<file path="src/rtl/sclk_gen_pkg.sv">
package sclk_gen_pkg;
  typedef enum logic [1:0] {
    EDGE_NONE  = 2'd0,
    EDGE_LEAD  = 2'd1,
    EDGE_TRAIL = 2'd2
  } edge_kind_e;
endpackage

</file>
<file path="src/rtl/sclk_cfg_hold.sv">
module sclk_cfg_hold #(
  parameter int DIV_W   = 2,
  parameter int BAUD_W  = 6,
  parameter int BRG_MIN = 4,
  parameter int BRG_MAX = 63
) (
  input  logic              clk,
  input  logic              rst,
  input  logic              en,
  input  logic [DIV_W-1:0]  div_in,
  input  logic [BAUD_W-1:0] baud_in,
  input  logic              pol_in,
  output logic [DIV_W-1:0]  div_q,
  output logic [BAUD_W-1:0] brg_q,
  output logic              pol_q
);
  localparam int FIELD_MAX = (1 << BAUD_W) - 1;

  logic [BAUD_W-1:0] lo_clamped;
  logic [BAUD_W-1:0] brg_clamped;

  assign lo_clamped = (baud_in < BAUD_W'(BRG_MIN)) ? BAUD_W'(BRG_MIN) : baud_in;

  generate
    if (BRG_MAX < FIELD_MAX) begin : g_hi_clamp
      assign brg_clamped = (lo_clamped > BAUD_W'(BRG_MAX)) ? BAUD_W'(BRG_MAX) : lo_clamped;
    end else begin : g_no_hi_clamp
      assign brg_clamped = lo_clamped;
    end
  endgenerate

  always_ff @(posedge clk) begin
    if (rst) begin
      div_q <= '0;
      brg_q <= BAUD_W'(BRG_MIN);
      pol_q <= 1'b0;
    end else if (!en) begin
      div_q <= div_in;
      brg_q <= brg_clamped;
      pol_q <= pol_in;
    end
  end
endmodule

</file>
<file path="src/rtl/sclk_prescale.sv">
module sclk_prescale #(
  parameter int DIV_W = 2
) (
  input  logic             clk,
  input  logic             rst,
  input  logic             en,
  input  logic [DIV_W-1:0] div_sel,
  output logic             tick
);
  localparam int PRE_W = (1 << DIV_W) + 1;

  logic [PRE_W-1:0] cnt;
  logic [PRE_W-1:0] last;

  assign last = (PRE_W'(1) << ({1'b0, div_sel} + 1'b1)) - PRE_W'(1);
  assign tick = en && (cnt == last);

  always_ff @(posedge clk) begin
    if (rst || !en) begin
      cnt <= '0;
    end else if (tick) begin
      cnt <= '0;
    end else begin
      cnt <= cnt + PRE_W'(1);
    end
  end
endmodule

</file>
<file path="src/rtl/sclk_halfdiv.sv">
module sclk_halfdiv
  import sclk_gen_pkg::*;
#(
  parameter int BAUD_W = 6
) (
  input  logic              clk,
  input  logic              rst,
  input  logic              en,
  input  logic              tick,
  input  logic [BAUD_W-1:0] brg,
  input  logic              pol_run,
  input  logic              pol_idle,
  output logic              sclk,
  output logic              lead_stb,
  output logic              trail_stb
);
  logic [BAUD_W-1:0] cnt;
  logic              wrap;
  edge_kind_e        kind;

  assign wrap = tick && (cnt == brg);

  always_comb begin
    kind = EDGE_NONE;
    if (wrap) begin
      kind = (sclk == pol_run) ? EDGE_LEAD : EDGE_TRAIL;
    end
  end

  always_ff @(posedge clk) begin
    if (rst || !en) begin
      cnt       <= '0;
      sclk      <= pol_idle;
      lead_stb  <= 1'b0;
      trail_stb <= 1'b0;
    end else begin
      lead_stb  <= (kind == EDGE_LEAD);
      trail_stb <= (kind == EDGE_TRAIL);
      if (wrap) begin
        cnt  <= '0;
        sclk <= ~sclk;
      end else if (tick) begin
        cnt <= cnt + BAUD_W'(1);
      end
    end
  end
endmodule

</file>
<file path="src/rtl/sclk_ready.sv">
module sclk_ready (
  input  logic clk,
  input  logic rst,
  input  logic en,
  output logic ready
);
  logic stage1;
  logic stage2;

  always_ff @(posedge clk) begin
    if (rst) begin
      stage1 <= 1'b0;
      stage2 <= 1'b0;
    end else begin
      stage1 <= en;
      stage2 <= stage1 && en;
    end
  end

  assign ready = stage2 && en;
endmodule

</file>
<file path="src/rtl/sclk_gen.sv">
module sclk_gen #(
  parameter int DIV_W   = 2,
  parameter int BAUD_W  = 6,
  parameter int BRG_MIN = 4,
  parameter int BRG_MAX = 63
) (
  input  logic              clk,
  input  logic              rst,
  input  logic              en,
  input  logic [DIV_W-1:0]  div_sel,
  input  logic [BAUD_W-1:0] baud,
  input  logic              cpol,
  output logic              sclk,
  output logic              lead_stb,
  output logic              trail_stb,
  output logic              ready
);
  logic [DIV_W-1:0]  div_q;
  logic [BAUD_W-1:0] brg_q;
  logic              pol_q;
  logic              tick;

  sclk_cfg_hold #(
    .DIV_W(DIV_W), .BAUD_W(BAUD_W), .BRG_MIN(BRG_MIN), .BRG_MAX(BRG_MAX)
  ) u_cfg (
    .clk(clk), .rst(rst), .en(en),
    .div_in(div_sel), .baud_in(baud), .pol_in(cpol),
    .div_q(div_q), .brg_q(brg_q), .pol_q(pol_q)
  );

  sclk_prescale #(.DIV_W(DIV_W)) u_pre (
    .clk(clk), .rst(rst), .en(en), .div_sel(div_q), .tick(tick)
  );

  sclk_halfdiv #(.BAUD_W(BAUD_W)) u_half (
    .clk(clk), .rst(rst), .en(en), .tick(tick), .brg(brg_q),
    .pol_run(pol_q), .pol_idle(cpol),
    .sclk(sclk), .lead_stb(lead_stb), .trail_stb(trail_stb)
  );

  sclk_ready u_rdy (
    .clk(clk), .rst(rst), .en(en), .ready(ready)
  );
endmodule

</file>
<file path="config.mk">
export PLATFORM = sky130hd
export DESIGN_NAME = sclk_gen
export DESIGN_NICKNAME = d
export VERILOG_FILES = /design/src/rtl/sclk_gen_pkg.sv /design/src/rtl/sclk_cfg_hold.sv /design/src/rtl/sclk_prescale.sv /design/src/rtl/sclk_halfdiv.sv /design/src/rtl/sclk_ready.sv /design/src/rtl/sclk_gen.sv
export SDC_FILE = /design/constraint.sdc
export NUM_CORES = 1
export LEC_CHECK = 0
export CORE_AREA = 2 2 57 59
export DETAILED_ROUTE_END_ITERATION = 16
export DIE_AREA = 0 0 59 61
export GPL_ROUTABILITY_DRIVEN = 0
export GPL_TIMING_DRIVEN = 1
export SLEW_MARGIN = 20
export SYNTH_ARGS = -nofsm -noshare
export SYNTH_HDL_FRONTEND = slang
export SYNTH_SLANG_ARGS = --single-unit
</file>
<file path="constraint.sdc">
create_clock -name clk -period 1.55 [get_ports clk]
set_input_delay 0.155 -clock clk [delete_from_list [all_inputs] [get_ports clk]]
set_output_delay 0.155 -clock clk [all_outputs]
set_load 0.01 [all_outputs]
</file>
==> key figures, run 1 <==
Cells and area
  – Antenna Cells: 0
  – Total Nets Final: 161
  – Area Overhead vs Synth: 32.2%
  – Fill cell total of the finished layout: 291
  – Multi-input gate area: 606 um2
  – Layout cell share with drive strength beyond 1: 0.295
  – Storage cell area: 524 um2
  – Core Util, Final: 0.508
  – Non-Filler Instances: 179

Worst hold path
  – WHS Endpoint: u_cfg.brg_q[2]
  – Hold Path Stages: 3
  – Hold path startpoint: baud[2]
  – Worst hold-check path type: in -> reg

Timing
  – Final hold vios: 0
  – Max Clk Rate: 646 MHz
  – Fin crit share: 0.998
  – RSZ-0062 raised after global routing: true
  – Final setup fails: 0
  – Fin. max-slew vios: 0
  – Crit path time final: 1.55 ns
  – Slew HR: 0.752
  – Worst Tran Pin Value: 0.370 ns
  – Skew final: 0.00349 ns

Pwr
  – Power per cell area: 750 nW/um2
  – Peak supply drop: 0.321 mV
  – Cell leakage power: 0.608 nW

Job
  – # Max-Cap Violations: 0

CTS
  – CTS root buf: clkbuf_4
  – CTS tree: yes
  – Max clock buf depth: 2
  – Clk sinks: 25
  – Depth of the CTS H-tree: 1
  – Hold-fix buffers, CTS: 0
  – Skew-Pair Late Insertion Delay: 0.31 ns
  – Clock slew at reported path FFs: 0.13 ns
  – CTS buffer count: 3

Setup path
  – Crit Reg-Reg Endpoint: u_half.cnt[3]
  – Setup crit start kind: flip-flop
  – Critical R2R Launch: u_half.cnt[3]
  – Crit path required time: 1.76 ns
  – Critical path type: reg -> reg
  – CP top delay family: simple AND/OR/NAND/NOR gates
  – Largest driver fanout on the critical path: 4
  – Delay of the slowest critical-path stage: 0.39 ns
  – Endpoint class of the critical path: flip-flop
  – Crit-path cells: xor2_2 -> nor4_4 -> nand2_2 -> and2_4 -> a32o_1
  – Cells on worst reg2reg path: 5
  – WP data arrival: 1.76 ns
  – R2R setup slack: 0.003 ns
  – Crit path buffers/inverters: 0
  – Worst path slowest cell: dfxtp_4

Yosys
  – FF+latch count, synth: 25
  – Yosys warns: 0
  – Post-synthesis net count: 129
  – Seq/Total Area, Yosys: 0.449
  – Cells after Synth: 115
  – Post-synth EDFFs: 1
  – Distinct cell type count after synthesis: 38
  – Avg Inst Size Synth: 9.88 um2
  – Top_reg_cell synth: dfxtp_1
  – Ys async rst share: 0
  – Post-Syn Area: 1140 um2

Detailed routing
  – DR pass1 iterations: 4
  – Antenna-violating nets left: 0
  – WL/cell: 12.8 um
  – Vias/cell: 5.09
  – Post-Route WL: 2290 um
  – Routed vias: 911
  – Residual DRC: 0
  – Initial DRC Count: 24

Placement
  – Placed Cells: 169
  – Port-buffer cells: 15
  – Post-DP HPWL: 1700 um

Floorplanning
  – I/O Pins: 16
  – Chip width: 59 um
  – Core Area: 2950 um2
  – Die Span Y: 61 um
  – Cell row count: 20
  – Die ar.: 3600 um2
  – Initial Util: 0.385

GRT
  – Number of global-route vias before repair: 902
  – Total GRT Usage: 0.140
  – Largest net degree at the start of global routing: 14
  – First-pass GRT wire length: 3760 um
  – Total gr overflow: 0
  – Initial antenna violation count: 0

Run status
  – Status: complete, no violations
-- Yosys cell counts, types with 2 or more instances --
cell | instances | share of area
o21ai_1 | 4 | 0.018
xnor2_1 | 3 | 0.023
nand2_1 | 4 | 0.013
mux2i_1 | 7 | 0.062
o2bb2ai_1 | 2 | 0.015
a21oi_1 | 3 | 0.013
a32o_1 | 2 | 0.018
nand3_1 | 5 | 0.022
nor3b_1 | 2 | 0.013
a22o_1 | 2 | 0.015
inv_2 | 2 | 0.0066
nor3_1 | 4 | 0.018
xor2_1 | 7 | 0.054
dfxtp_1 | 24 | 0.42
ha_1 | 2 | 0.022
buf_4 | 2 | 0.013
and2_1 | 4 | 0.022
nand2b_1 | 2 | 0.011
nor2_1 | 14 | 0.046
a21boi_1 | 2 | 0.013
-- cells in the final DEF, fill, tap and decap left out, types with 4 or more instances in the layout --
master           count
dfxtp_1             17
nor2_1              14
clkdlybuf4s50_1     14
buf_4               14
mux2i_1              7
xor2_1               6
nand3_1              5
dfxtp_2              5
nand2_1              4
-- registers in the layout (all words and copies together), names as in the netlist --
register and count:
u_rdy.stage2 1, u_half.sclk 1, u_cfg.pol_q 1, u_half.lead_stb 1, u_cfg.div_q 2, u_half.cnt 6
u_cfg.brg_q 6, u_pre.cnt 5, u_rdy.stage1 1, u_half.trail_stb 1
-- worst max-delay path by stage --
stage                              start            end  slack, ns  depth (start not counted)
after CTS                 u_cfg.div_q[0]    u_half.sclk      0.006                          6
after global routing       u_half.cnt[3]  u_half.cnt[3]      -0.05                          5
after detailed placement              en    u_half.sclk      -0.08                          6
final                      u_half.cnt[3]  u_half.cnt[3]      0.003                          5
after global placement                en    u_half.sclk      -0.04                          6
after floorplan             u_pre.cnt[3]    u_half.sclk       0.06                          6
-- worst register-to-register path: stages (launching register included) --
cell and delay, ns:
dfxtp_4 0.39, xor2_2 0.19, nor4_4 0.34, nand2_2 0.14, and2_4 0.20, a32o_1 0.21
-- layout make-up --
cell class,instances,share of cell area
Clock buffer,4,0.0175
Tap cell,33,0.0275
Multi-Input combinational cell,82,0.403
Inverter,3,0.00917
Sequential cell,25,0.349
Timing Repair Buffer,32,0.193
-- kinds of logic after synthesis --
| family | after synthesis | synth area share |
|---|---|---|
| simple gates | 45 | 0.227 |
| flops | 25 | 0.449 |
| compound gates | 17 | 0.108 |
| xor+xnor | 11 | 0.0914 |
| buf+inv | 8 | 0.0407 |
| mux | 7 | 0.0617 |
| fa+ha+maj | 2 | 0.0220 |
-- metal layers --
metal / vias up / wire length [um] / part of all wire / global-route usage
met4: 0 / 15 / 0.0066 / 0.0584
met3: 2 / 71 / 0.031 / 0.0277
met2: 9 / 1180 / 0.52 / 0.263
met1: 440 / 1020 / 0.45 / 0.152
met5: - / 0 / 0 / 0
li1: 460 / - / - / -
-- power breakdown --
part | internal [mW] | switching, mW | leakage, nW | total [mW]
Clock | 0.100 | 0.183 | 0.0150 | 0.283
Combinational | 0.0906 | 0.0691 | 0.383 | 0.160
Sequential | 0.666 | 0.0174 | 0.210 | 0.684
-- through the flow --
stage	power (mW)	setup TNS (ns)	cell area, um2	hold slack, ns	worst slack, ns
detailed placement	0.849	-0.238	1390	0.424	-0.0792
global placement	0.846	-0.102	1390	0.411	-0.0421
global route	1.19	-0.241	1500	0.415	-0.0540
floorplan	0.782	0	1140	0.280	0.0552
finish	1.13	0	1500	0.423	0.00305
CTS	1.14	0	1420	0.403	0.00567
-- repair_timing --
item / 4_1_cts / 5_1_grt
resized for setup: 3 / 16
gates cloned: 0 / 1
pin swaps: 0 / 6
buffers inserted: 0 / 5
setup endpoints to repair: 3 / 7
No activity file was read; power rests on OpenSTA's default activity.
==> run 2: changes to the inputs <==
--- a/config.mk
+++ b/config.mk
@@ -5,12 +5,12 @@
 export SDC_FILE = /design/constraint.sdc
 export NUM_CORES = 1
 export LEC_CHECK = 0
-export CORE_AREA = 2 2 57 59
+export CORE_AREA = 4 4 59 61
 export DETAILED_ROUTE_END_ITERATION = 16
-export DIE_AREA = 0 0 59 61
+export DIE_AREA = 0 0 63 65
 export GPL_ROUTABILITY_DRIVEN = 0
 export GPL_TIMING_DRIVEN = 1
-export SLEW_MARGIN = 20
+export SLEW_MARGIN = 10
 export SYNTH_ARGS = -nofsm -noshare
 export SYNTH_HDL_FRONTEND = slang
 export SYNTH_SLANG_ARGS = --single-unit
==> run 2 against run 1 <==
Total power up 0.37%. Highest routed layer unchanged. Register-to-register slack about the same. Clock-buffer cell count fell by 1. Sequential power about the same. Critical endpoint is now u_half.sclk.
==> key figures, run 2 (synthesis results as in run 1) <==
Timing
  – Final setup fails: 0 (unchanged)
  – Worst Tran Pin Value: 0.397 ns (was 0.370 ns)
  – Setup TNS: 0 ns (unchanged)
  – Crit path time final: 1.54 ns (was 1.55 ns)
  – Fin crit share: 0.992 (was 0.998)
  – RSZ-0062 raised after global routing: true (unchanged)
  – Slack of the critical path: 0.0122 ns (was 0.00305 ns)
  – Final hold vios: 0 (unchanged)
  – Skew final: 0.00236 ns (was 0.00349 ns)
  – Fin. max-slew vios: 0 (unchanged)
  – Max Clk Rate: 650 MHz (was 646 MHz)
  – Slew HR: 0.733 (was 0.752)

Setup path
  – Critical R2R Launch: u_cfg.brg_q[3] (was u_half.cnt[3])
  – Setup crit start kind: flip-flop (unchanged)
  – Crit path required time: 1.60 ns (was 1.76 ns)
  – Critical Path Source: u_cfg.brg_q[3] (was u_half.cnt[3])
  – Endpoint class of the critical path: flip-flop (unchanged)
  – Critical path type: reg -> reg (unchanged)
  – WP data arrival: 1.59 ns (was 1.76 ns)
  – Largest driver fanout on the critical path: 3 (was 4)

GRT
  – Gr busiest metal: met2 (unchanged)
  – Initial antenna violation count: 0 (unchanged)
  – Routing usage on met1: 0.137 (was 0.152)
  – Total gr overflow: 0 (unchanged)
  – Met3 Use GR: 0.0347 (was 0.0277)
  – Largest net degree at the start of global routing: 15 (was 14)
  – First-pass GRT wire length: 3820 um (was 3760 um)
  – GRT met2 Usage: 0.198 (was 0.263)
  – Number of global-route vias before repair: 899 (was 902)
  – Total GRT Usage: 0.118 (was 0.140)

Floorplanning
  – Chip width: 63 um (was 59 um)
  – Die Span Y: 65 um (was 61 um)
  – Initial Util: 0.382 (was 0.385)
  – Die ar.: 4100 um2 (was 3600 um2)
  – I/O Pins: 16 (unchanged)
  – Cell row count: 20 (unchanged)
  – Core Area: 2980 um2 (was 2950 um2)

Cells and area
  – Storage cell area: 526 um2 (was 524 um2)
  – Area Overhead vs Synth: 31.7% (was 32.2%)
  – Antenna Cells: 0 (unchanged)
  – Total Nets Final: 157 (was 161)
  – Most common cell after layout, fill and taps aside: dfxtp_1 (unchanged)
  – Multi-input gate area: 628 um2 (was 606 um2)
  – Layout cell share with drive strength beyond 1: 0.303 (was 0.295)
  – Regs by FF count: u_cfg.brg_q x6, u_half.cnt x6, u_pre.cnt x5 (unchanged)
  – Fill cell total of the finished layout: 275 (was 291)
  – Most frequent cells in the layout: 16 x dfxtp_1, 14 x nor2_1, 14 x clkdlybuf4s50_1, 11 x buf_4, 7 x mux2i_1 (was 17 x dfxtp_1, 14 x nor2_1, 14 x clkdlybuf4s50_1, 14 x buf_4, 7 x mux2i_1)

Detailed routing
  – Initial DRC Count: 21 (was 24)
  – Antenna-violating nets left: 0 (unchanged)
  – Residual DRC: 0 (unchanged)
  – WL/cell: 12.7 um (was 12.8 um)
  – Post-Route WL: 2230 um (was 2290 um)
  – Vias/cell: 4.99 (was 5.09)
  – Routed vias: 874 (was 911)
  – DR pass1 iterations: 4 (unchanged)

Placement
  – Post-DP HPWL: 1660 um (was 1700 um)
  – Post-Place Worst Slack: -0.0752 ns (was -0.0792 ns)
  – Port-buffer cells: 15 (unchanged)

CTS
  – CTS buffer count: 3 (unchanged)
  – Hold-fix buffers, CTS: 0 (unchanged)
  – Depth of the CTS H-tree: 1 (unchanged)
  – Clk sinks: 25 (unchanged)
  – Clock slew at reported path FFs: 0.13 ns (about the same)
  – CTS tree: yes (unchanged)
  – CTS root buf: clkbuf_4 (unchanged)
  – Skew-Pair Late Insertion Delay: 0.32 ns (was 0.31 ns)
  – Max clock buf depth: 2 (unchanged)

Worst hold path
  – Worst hold-check path type: in -> reg (unchanged)
  – Hold path startpoint: baud[2] (unchanged)

Run status
  – Status: complete, no violations (unchanged)

Pwr
  – Power per cell area: 755 nW/um2 (was 750 nW/um2)
  – Cell leakage power: 0.595 nW (was 0.608 nW)
  – Peak supply drop: 0.460 mV (was 0.321 mV)

Job
  – # Max-Cap Violations: 0 (unchanged)
-- run 2: cell count changes in the layout (fill, tap and decap cells not counted), sizes merged --
cell    previous run  this run
clkinv             0         1
clkbuf             4         3
buf               17        13
-- run 2: path summary, 6_finish.rpt --
check / end / slack [ns] / cells after the start
worst max-delay path: u_half.sclk / 0.01 / 5
worst min-delay path: u_cfg.brg_q[2] / 0.40 / 3
worst max register to register: u_half.sclk / 0.01 / 5
worst min register to register: u_rdy.stage2 / 0.45 / 1
-- run 2: layout make-up --
type | instances | share of cell area
multi-input cells | 82 | 0.420
flip-flops and latches | 25 | 0.351
repair buffers | 28 | 0.176
well taps | 33 | 0.0276
clock buffers | 3 | 0.0151
inverters | 3 | 0.00753
clock inverters | 1 | 0.00334
-- run 2: per-layer routing --
metal	share of wire	wire length, um
met4	0.020	45
met2	0.47	1050
met1	0.47	1050
met5	0	0
met3	0.035	78
-- run 2: critical path, cell delays in order, from the launching register on --
cell     delay [ns]
dfxtp_2        0.37
xor2_4         0.19
nor4_4         0.33
nand2_2        0.12
buf_6          0.14
o21ai_2        0.12
-- run 2: stage by stage --
| step | instance area, um2 | power, mW | cells | util | hold WS [ns] |
|---|---|---|---|---|---|
| global placement | 1380 | 0.844 | 168 | 0.463 | 0.416 |
| global route | 1500 | 1.19 | 175 | 0.503 | 0.412 |
| floorplan | 1140 | 0.782 | 115 | - | 0.280 |
| finish | 1500 | 1.13 | 175 | 0.503 | 0.404 |
| CTS | 1410 | 1.13 | 172 | 0.473 | 0.399 |
| detailed placement | 1380 | 0.848 | 168 | 0.463 | 0.416 |
-- run 2: power breakdown --
group,switching [mW],internal (mW),total [mW]
sequential,0.0195,0.667,0.686
clock,0.191,0.0966,0.288
combinational,0.0680,0.0888,0.157
total,0.278,0.852,1.13
-- run 2: repair_timing --
action                     4_1_cts  5_1_grt
setup endpoints to repair        2        7
pin swaps                        0       10
resized for setup                2       19
buffers inserted                 0        3
